--- src/rtl/oddsel_pkg.sv ---
package oddsel_pkg;
    localparam int unsigned DATA_W = 8;
    localparam int unsigned SEL_W  = $clog2(DATA_W);
    localparam int unsigned AMT_W  = SEL_W;

    typedef logic [DATA_W-1:0] word_t;
    typedef logic [SEL_W-1:0]  sel_t;

    typedef struct packed {
        logic             en;
        logic [AMT_W-1:0] amt;
    } rot_ctl_t;

    // bit 0 enables; upper bits give the odd amount 2*hi+1
    function automatic rot_ctl_t to_ctl(input sel_t s);
        rot_ctl_t c;
        c.en  = s[0];
        c.amt = {s[SEL_W-1:1], 1'b1};
        return c;
    endfunction
endpackage

--- src/rtl/oddsel_decode.sv ---
module oddsel_decode
    import oddsel_pkg::*;
(
    input  sel_t     sel,
    output rot_ctl_t ctl
);
    always_comb begin
        ctl = to_ctl(sel);
    end
endmodule

--- src/rtl/oddsel_bitmux.sv ---
module oddsel_bitmux
    import oddsel_pkg::*;
#(
    parameter int unsigned BIT_IDX = 0
) (
    input  word_t    din,
    input  rot_ctl_t ctl,
    output logic     q
);
    // leg k carries the source bit for a left rotation by k
    logic [DATA_W-1:0] leg;

    for (genvar k = 0; k < DATA_W; k++) begin : g_leg
        assign leg[k] = din[(BIT_IDX + DATA_W - k) % DATA_W];
    end

    always_comb begin
        q = ctl.en ? leg[ctl.amt] : 1'b0;
    end
endmodule

--- src/rtl/oddsel_rot_net.sv ---
module oddsel_rot_net
    import oddsel_pkg::*;
(
    input  word_t    din,
    input  rot_ctl_t ctl,
    output word_t    dout
);
    for (genvar b = 0; b < DATA_W; b++) begin : g_bit
        oddsel_bitmux #(.BIT_IDX(b)) mux_i (
            .din (din),
            .ctl (ctl),
            .q   (dout[b])
        );
    end
endmodule

--- src/rtl/oddsel_rotator.sv ---
module oddsel_rotator
    import oddsel_pkg::*;
(
    input  logic [DATA_W-1:0] din,
    input  logic [SEL_W-1:0]  sel,
    output logic [DATA_W-1:0] dout
);
    rot_ctl_t ctl;

    oddsel_decode dec_i (
        .sel (sel),
        .ctl (ctl)
    );

    oddsel_rot_net net_i (
        .din  (din),
        .ctl  (ctl),
        .dout (dout)
    );
endmodule

--- config.mk ---
export PLATFORM = sky130hd
export DESIGN_NAME = oddsel_rotator
export DESIGN_NICKNAME = d
export VERILOG_FILES = /design/src/rtl/oddsel_pkg.sv /design/src/rtl/oddsel_decode.sv /design/src/rtl/oddsel_bitmux.sv /design/src/rtl/oddsel_rot_net.sv /design/src/rtl/oddsel_rotator.sv
export SDC_FILE = /design/constraint.sdc
export NUM_CORES = 1
export LEC_CHECK = 0
export ABC_AREA = 1
export BUFFER_PORTS_ARGS = -buffer_cell sky130_fd_sc_hd__buf_2
export CORE_AREA = 5 5 42 44
export DETAILED_ROUTE_END_ITERATION = 10
export DIE_AREA = 0 0 47 49
export GPL_ROUTABILITY_DRIVEN = 0
export PLACE_DENSITY = 0.6
export SETUP_SLACK_MARGIN = 0.5
export SLEW_MARGIN = 15
export SYNTH_ARGS = -nofsm -noshare
export SYNTH_HDL_FRONTEND = slang
export SYNTH_SLANG_ARGS = --single-unit
--- constraint.sdc ---
create_clock -name vclk -period 1.3
set_clock_uncertainty 0.15 [all_clocks]
set_input_delay 0.26 -clock vclk [all_inputs]
set_output_delay 0.26 -clock vclk [all_outputs]
set_load 0.01 [all_outputs]
==> impl_results.md, run 1 <==
- # rows: 14
- Antenna Cells: 0
- Initial Util: around a quarter
- Max transition margin: 90.21%
- Mux share of post-synthesis cell area: 0%
- Number of port buffers: 19
- Detailed placement HPWL: 659.3 µm
- Fraction of layout cells with a size suffix above 1: approximately half
- RSZ-0062 raised after global routing: true
- Post-cts hold buffer count: 0
- Max Cap Viol: 0
- Worst Path Max Fanout: 8
- Xor and xnor area share after synthesis: 0%
- Max VDD drop: 115.1 µV
- Synth top area cells: nand2_1 (27%), buf_4 (20%), nor2_1 (18%)
- DRT antenna net count: 0
- Worst hold start: sel[0]
- WP data arrival: between 800 and 900 ps
- Final core utilization: around 37%
- Pre-antenna DRT Iters: 2
- Sequential cells: 0
- Area share of fa/ha/maj cells after synthesis: 0%
- Syn Nets: 80
- Vias in the first global route: 335
- Reg area: 0 µm²
- Peak Freq: 0.8104 GHz
- Final setup fails: 0
- Hold Violations, Final: 0
- Total Routing Usage GR: 7.860%
- Total Wirelength: 921 µm
- Largest net degree at the start of global routing: 17
- Initial DRC count: 7
- Least-Margin Pin Slew: 146.9 ps
- Wire length per cell: 9.798 µm
- Num ports: 19
- Share of the yosys chip area belonging to registers: 0%
- Largest family of logic cells by synthesized area: simple AND/OR/NAND/NOR gates
- Worst hold margin: 751.0 ps
- Vias after detailed routing: 411
- Worst Setup Start Kind: primary input
- Worst setup path startpoint: sel[1]
- Core ar.: 1401 µm²
- Synth top cells by count: nand2_1 (24), nor2_1 (16), buf_4 (9)
- Die X: 47 µm
- Cell Pwr Density: 346.6 nW/µm²
- Synth-to-layout area growth: 52.40%
- Max-slew violation count: 0
- Status: completed
- Setup TNS: 0 ps
- Filler cells: 172
- Post-Syn Instances: 69
- Leakage dissipation: 0.3145 nW
- # nets final: 91
- Post-DR vias/cell: 4.372
- Die Y: 49 µm
- Post-synth top area cell: nand2_1
- Setup Buffers After CTS: 0
- Synth warnings: 0
- Die area: 2303 µm²
- # DRC: 0
- Worst hold path class: primary input to output pin
- Required @ worst endpoint: between 800 and 900 ps
- Post-synth top area share: about a quarter
- Initial antenna violation count: 0
- Inst Count DP: 93
- Total gr overflow: 0
- Global-route wire length before repair: ~1500 µm
- Simple-gate share of the synthesized area: between 70 and 80%
- Syn Std Cell Area: 339.1 µm²
- Complex-gate fraction of the synthesized area: 0%
- Final critical-path share of the clock period: 94.92%
- Syn avg cell area: 4.914 µm²
- Clock buf count: 0
- Number of distinct library cells after synthesis: 9
- Tmin final: 1234 ps
- Most numerous cell in the Yosys netlist: nand2_1
- Setup crit end kind: output pin
- Worst setup path class: primary input to output pin
- Finished Layout Cells: 94
- Power Total: 179.1 µW
[metal layers]
| metal | wire (µm) | global-route usage, % |
|---|---|---|
| met3 | 71 | 1.107 |
| met2 | 451 | 14.03 |
| met5 | 0 | 0 |
| met4 | 0 | 0 |
| met1 | 398 | 10.22 |
[report_power, final]
group | internal, mW | switching, mW | total (mW) | leakage [nW]
logic | 0.0785 | 0.101 | 0.179 | 0.315
registers | 0 | 0 | 0 | 0
clock network | 0 | 0 | 0 | 0
total | 0.0785 | 0.101 | 0.179 | 0.315
[stage by stage]
step	setup WS, ps	cell area (µm²)
2_1_floorplan	102.4	376.6
5_1_grt	9.500	516.7
4_1_cts	58.27	470.5
3_5_place_dp	-100.2	395.4
6_report	66.02	516.7
3_3_place_gp	-85.22	395.4
[cells by family (layout without fill, tap and decap cells)]
group	after synthesis	count (layout)
buffers and inverters	13	22
and+or+nand+nor	56	56
[layout by cell type (no fill, tap or decap), drive strengths merged]
cell,n
buf,20
nand3,8
clkinv,1
nand2,32
inv,1
nor2,16
[worst paths after layout]
path	slack, ps	endpoint	depth (start not counted)
max	70	dout[7]	7
min	750	dout[4]	4
[layout make-up]
cell class                 instances  area (µm²)  area share [%]
multi-input combinational         56       317.8           61.50
timing repair buffer              20       137.6           26.63
inverter                           2       41.29           7.990
tap                               16       20.02           3.874
[timing repair]
| item | in CTS | in global routing |
|---|---|---|
| setup endpoints to repair | 8 | 8 |
| endpoints found under the hold margin | 0 | 0 |
| cloned | 1 | 0 |
| pin swaps | 5 | 5 |
| resized for setup | 13 | 10 |
[critical path, stage by stage]
cell and delay [ps]:
buf_12 110, clkinv_16 80, nand2_4 60, nand2_1 50, nor2_1 90, nor2_1 50
buf_2 130
No activity file was read; power rests on OpenSTA's default activity.
==> run 2: changes to the inputs <==
--- a/config.mk
+++ b/config.mk
@@ -7,11 +7,13 @@
 export LEC_CHECK = 0
 export ABC_AREA = 1
 export BUFFER_PORTS_ARGS = -buffer_cell sky130_fd_sc_hd__buf_2
+export CAP_MARGIN = 20
 export CORE_AREA = 5 5 42 44
 export DETAILED_ROUTE_END_ITERATION = 10
 export DIE_AREA = 0 0 47 49
 export GPL_ROUTABILITY_DRIVEN = 0
 export PLACE_DENSITY = 0.6
+export REMOVE_ABC_BUFFERS = 1
 export SETUP_SLACK_MARGIN = 0.5
 export SLEW_MARGIN = 15
 export SYNTH_ARGS = -nofsm -noshare
==> run 2 against run 1 <==
Net effect:
- worst setup slack lost 29 ps
- first-iteration DRC count decreased by 86%
- global-route usage up 0.70 points
- cell area is 11% higher
- worst hold slack got worse by 0.88 ps
- wire length grew 18%
- utilization increased by 4.1 points
- non-clock buffer count stayed put
- combinational power grew 14%
- critical path type unchanged
- largest cell class unchanged
==> impl_results.md, run 2 (same netlist as run 1, synthesis figures left out) <==
- Status: completed
- Fraction of layout cells with a size suffix above 1: approximately 65%
- Total Wirelength: 1083 µm
- Worst setup path class: primary input to output pin
- Post-DR vias/cell: between 4 and 5
- Die X: 47 µm
- CP cell instances: buf_12 -> clkinv_16 -> nand2_4 -> nand2_1 -> nor2_1 -> nor2_1 -> buf_2
- Max VDD drop: 127.5 µV
- Required @ worst endpoint: 890 ps
- WP data arrival: between 800 and 900 ps
- Hold EP: dout[0]
- Worst hold start: sel[0]
- Number of port buffers: 19
- Hold Violations, Final: 0
- Most used cell, CP: nor2_1
- DRT antenna net count: 0
- Pre-antenna DRT Iters: 4
- Filler cells: approximately 150
- Antenna Cells: 0
- Initial DRC count: 1
- Leading cell type in the layout, fill and taps excluded: buf_2
- # DRC: 0
- # nets final: 92
- Max Cap Viol: 0
- Worst hold path class: primary input to output pin
- Tmin final: 1263 ps
- Setup crit end kind: output pin
- Setup TNS: 0 ps
- Worst hold stages: 4
- Initial antenna violation count: 0
- Cell Pwr Density: around 360 nW/µm²
- Leakage dissipation: 0.3295 nW
- Initial Util: 24.20%
- RSZ-0062 raised after global routing: true
- Final setup fails: 0
- Final critical-path share of the clock period: 97.19%
- Num ports: 19
- Max-slew violation count: 0
- Most frequent cells in the layout: buf_2 (16), nand2_1 (14), nor2_1 (12)
- Wire length per cell: 11.40 µm
- Core ar.: between 1000 and 1500 µm²
- Global-route wire length before repair: 1593 µm
- Largest net degree at the start of global routing: 17
- Die area: 2303 µm²
- Total gr overflow: 0
- Clock buf count: 0
- Total Routing Usage GR: 8.561%
- Slowest cell on the critical path: buf_2
- Synth-to-layout area growth: 69.37%
- Die Y: 49 µm
- Worst Path Max Fanout: 8
- Max transition margin: 90.29%
- Worst Setup Start Kind: primary input
- Vias after detailed routing: 446
- Vias in the first global route: 411
- Detailed placement HPWL: 655.2 µm
- Least-Margin Pin Slew: 145.6 ps
- Worst hold margin: ~750 ps
- CP peak stage delay: 130 ps
- Peak Freq: 0.7915 GHz
- # rows: 14
- Setup Buffers After CTS: 0
- Post-cts hold buffer count: 0
- Sequential cells: 0
- Reg area: 0 µm²
run 2: how the worst max path moves through the flow:
stage	startpoint	to	slack (ps)	cells after the start
3_5_place_dp	sel[1]	dout[2]	-50	6
4_1_cts	sel[1]	dout[2]	50	7
3_3_place_gp	sel[1]	dout[0]	-30	6
5_1_grt	sel[1]	dout[3]	-10	7
6_report	sel[1]	dout[5]	40	7
2_1_floorplan	sel[2]	dout[0]	240	3
run 2: routing by layer:
metal | vias to the layer above | GRT usage, % | share of wire (%)
met5 | - | 0 | 0
met4 | 0 | 1.382 | 0
met3 | 0 | 1.845 | 6.2
met2 | 13 | 15.84 | 60
met1 | 209 | 9.565 | 34
li1 | 224 | - | -
run 2: where the power goes:
part	total, mW	internal, mW	switching, mW
combinational	0.204	0.0873	0.117
clock	0	0	0
sequential	0	0	0
run 2: metrics by stage:
| step | cell area [µm²] | total power [mW] | cells | worst slack, ps | utilization [%] |
|---|---|---|---|---|---|
| after floorplan | 255.2 | 0.07745 | 58 | 238.0 | - |
| after global placement | 370.4 | 0.1315 | 93 | -34.49 | 26.43 |
| after detailed placement | 370.4 | 0.1323 | 93 | -51.09 | 26.43 |
| after CTS | 475.5 | 0.1675 | 94 | 52.38 | 33.93 |
| after global routing | 574.3 | 0.2231 | 95 | -14.18 | 40.98 |
| final | 574.3 | 0.2042 | 95 | 36.53 | 40.98 |
run 2: cell type report:
cell class | instances | area (µm²) | area share [%]
multi-input combinational | 56 | 364.1 | 63.40
tap | 16 | 20.02 | 3.486
timing repair buffer | 20 | 142.6 | 24.84
timing repair inverter | 1 | 6.256 | 1.089
inverter | 2 | 41.29 | 7.190
run 2: worst max-delay path, delay by kind of cell:
family	cells	cell delay, ps
buffers and inverters	3	320
AND/OR/NAND/NOR	4	270
run 2: repair_timing:
action                                  in CTS  in global routing
cloned                                       1                  1
pin swaps                                    7                  9
resized for setup                           21                 23
endpoints found under the setup margin       8                  8
endpoints found under the hold margin        0                  0
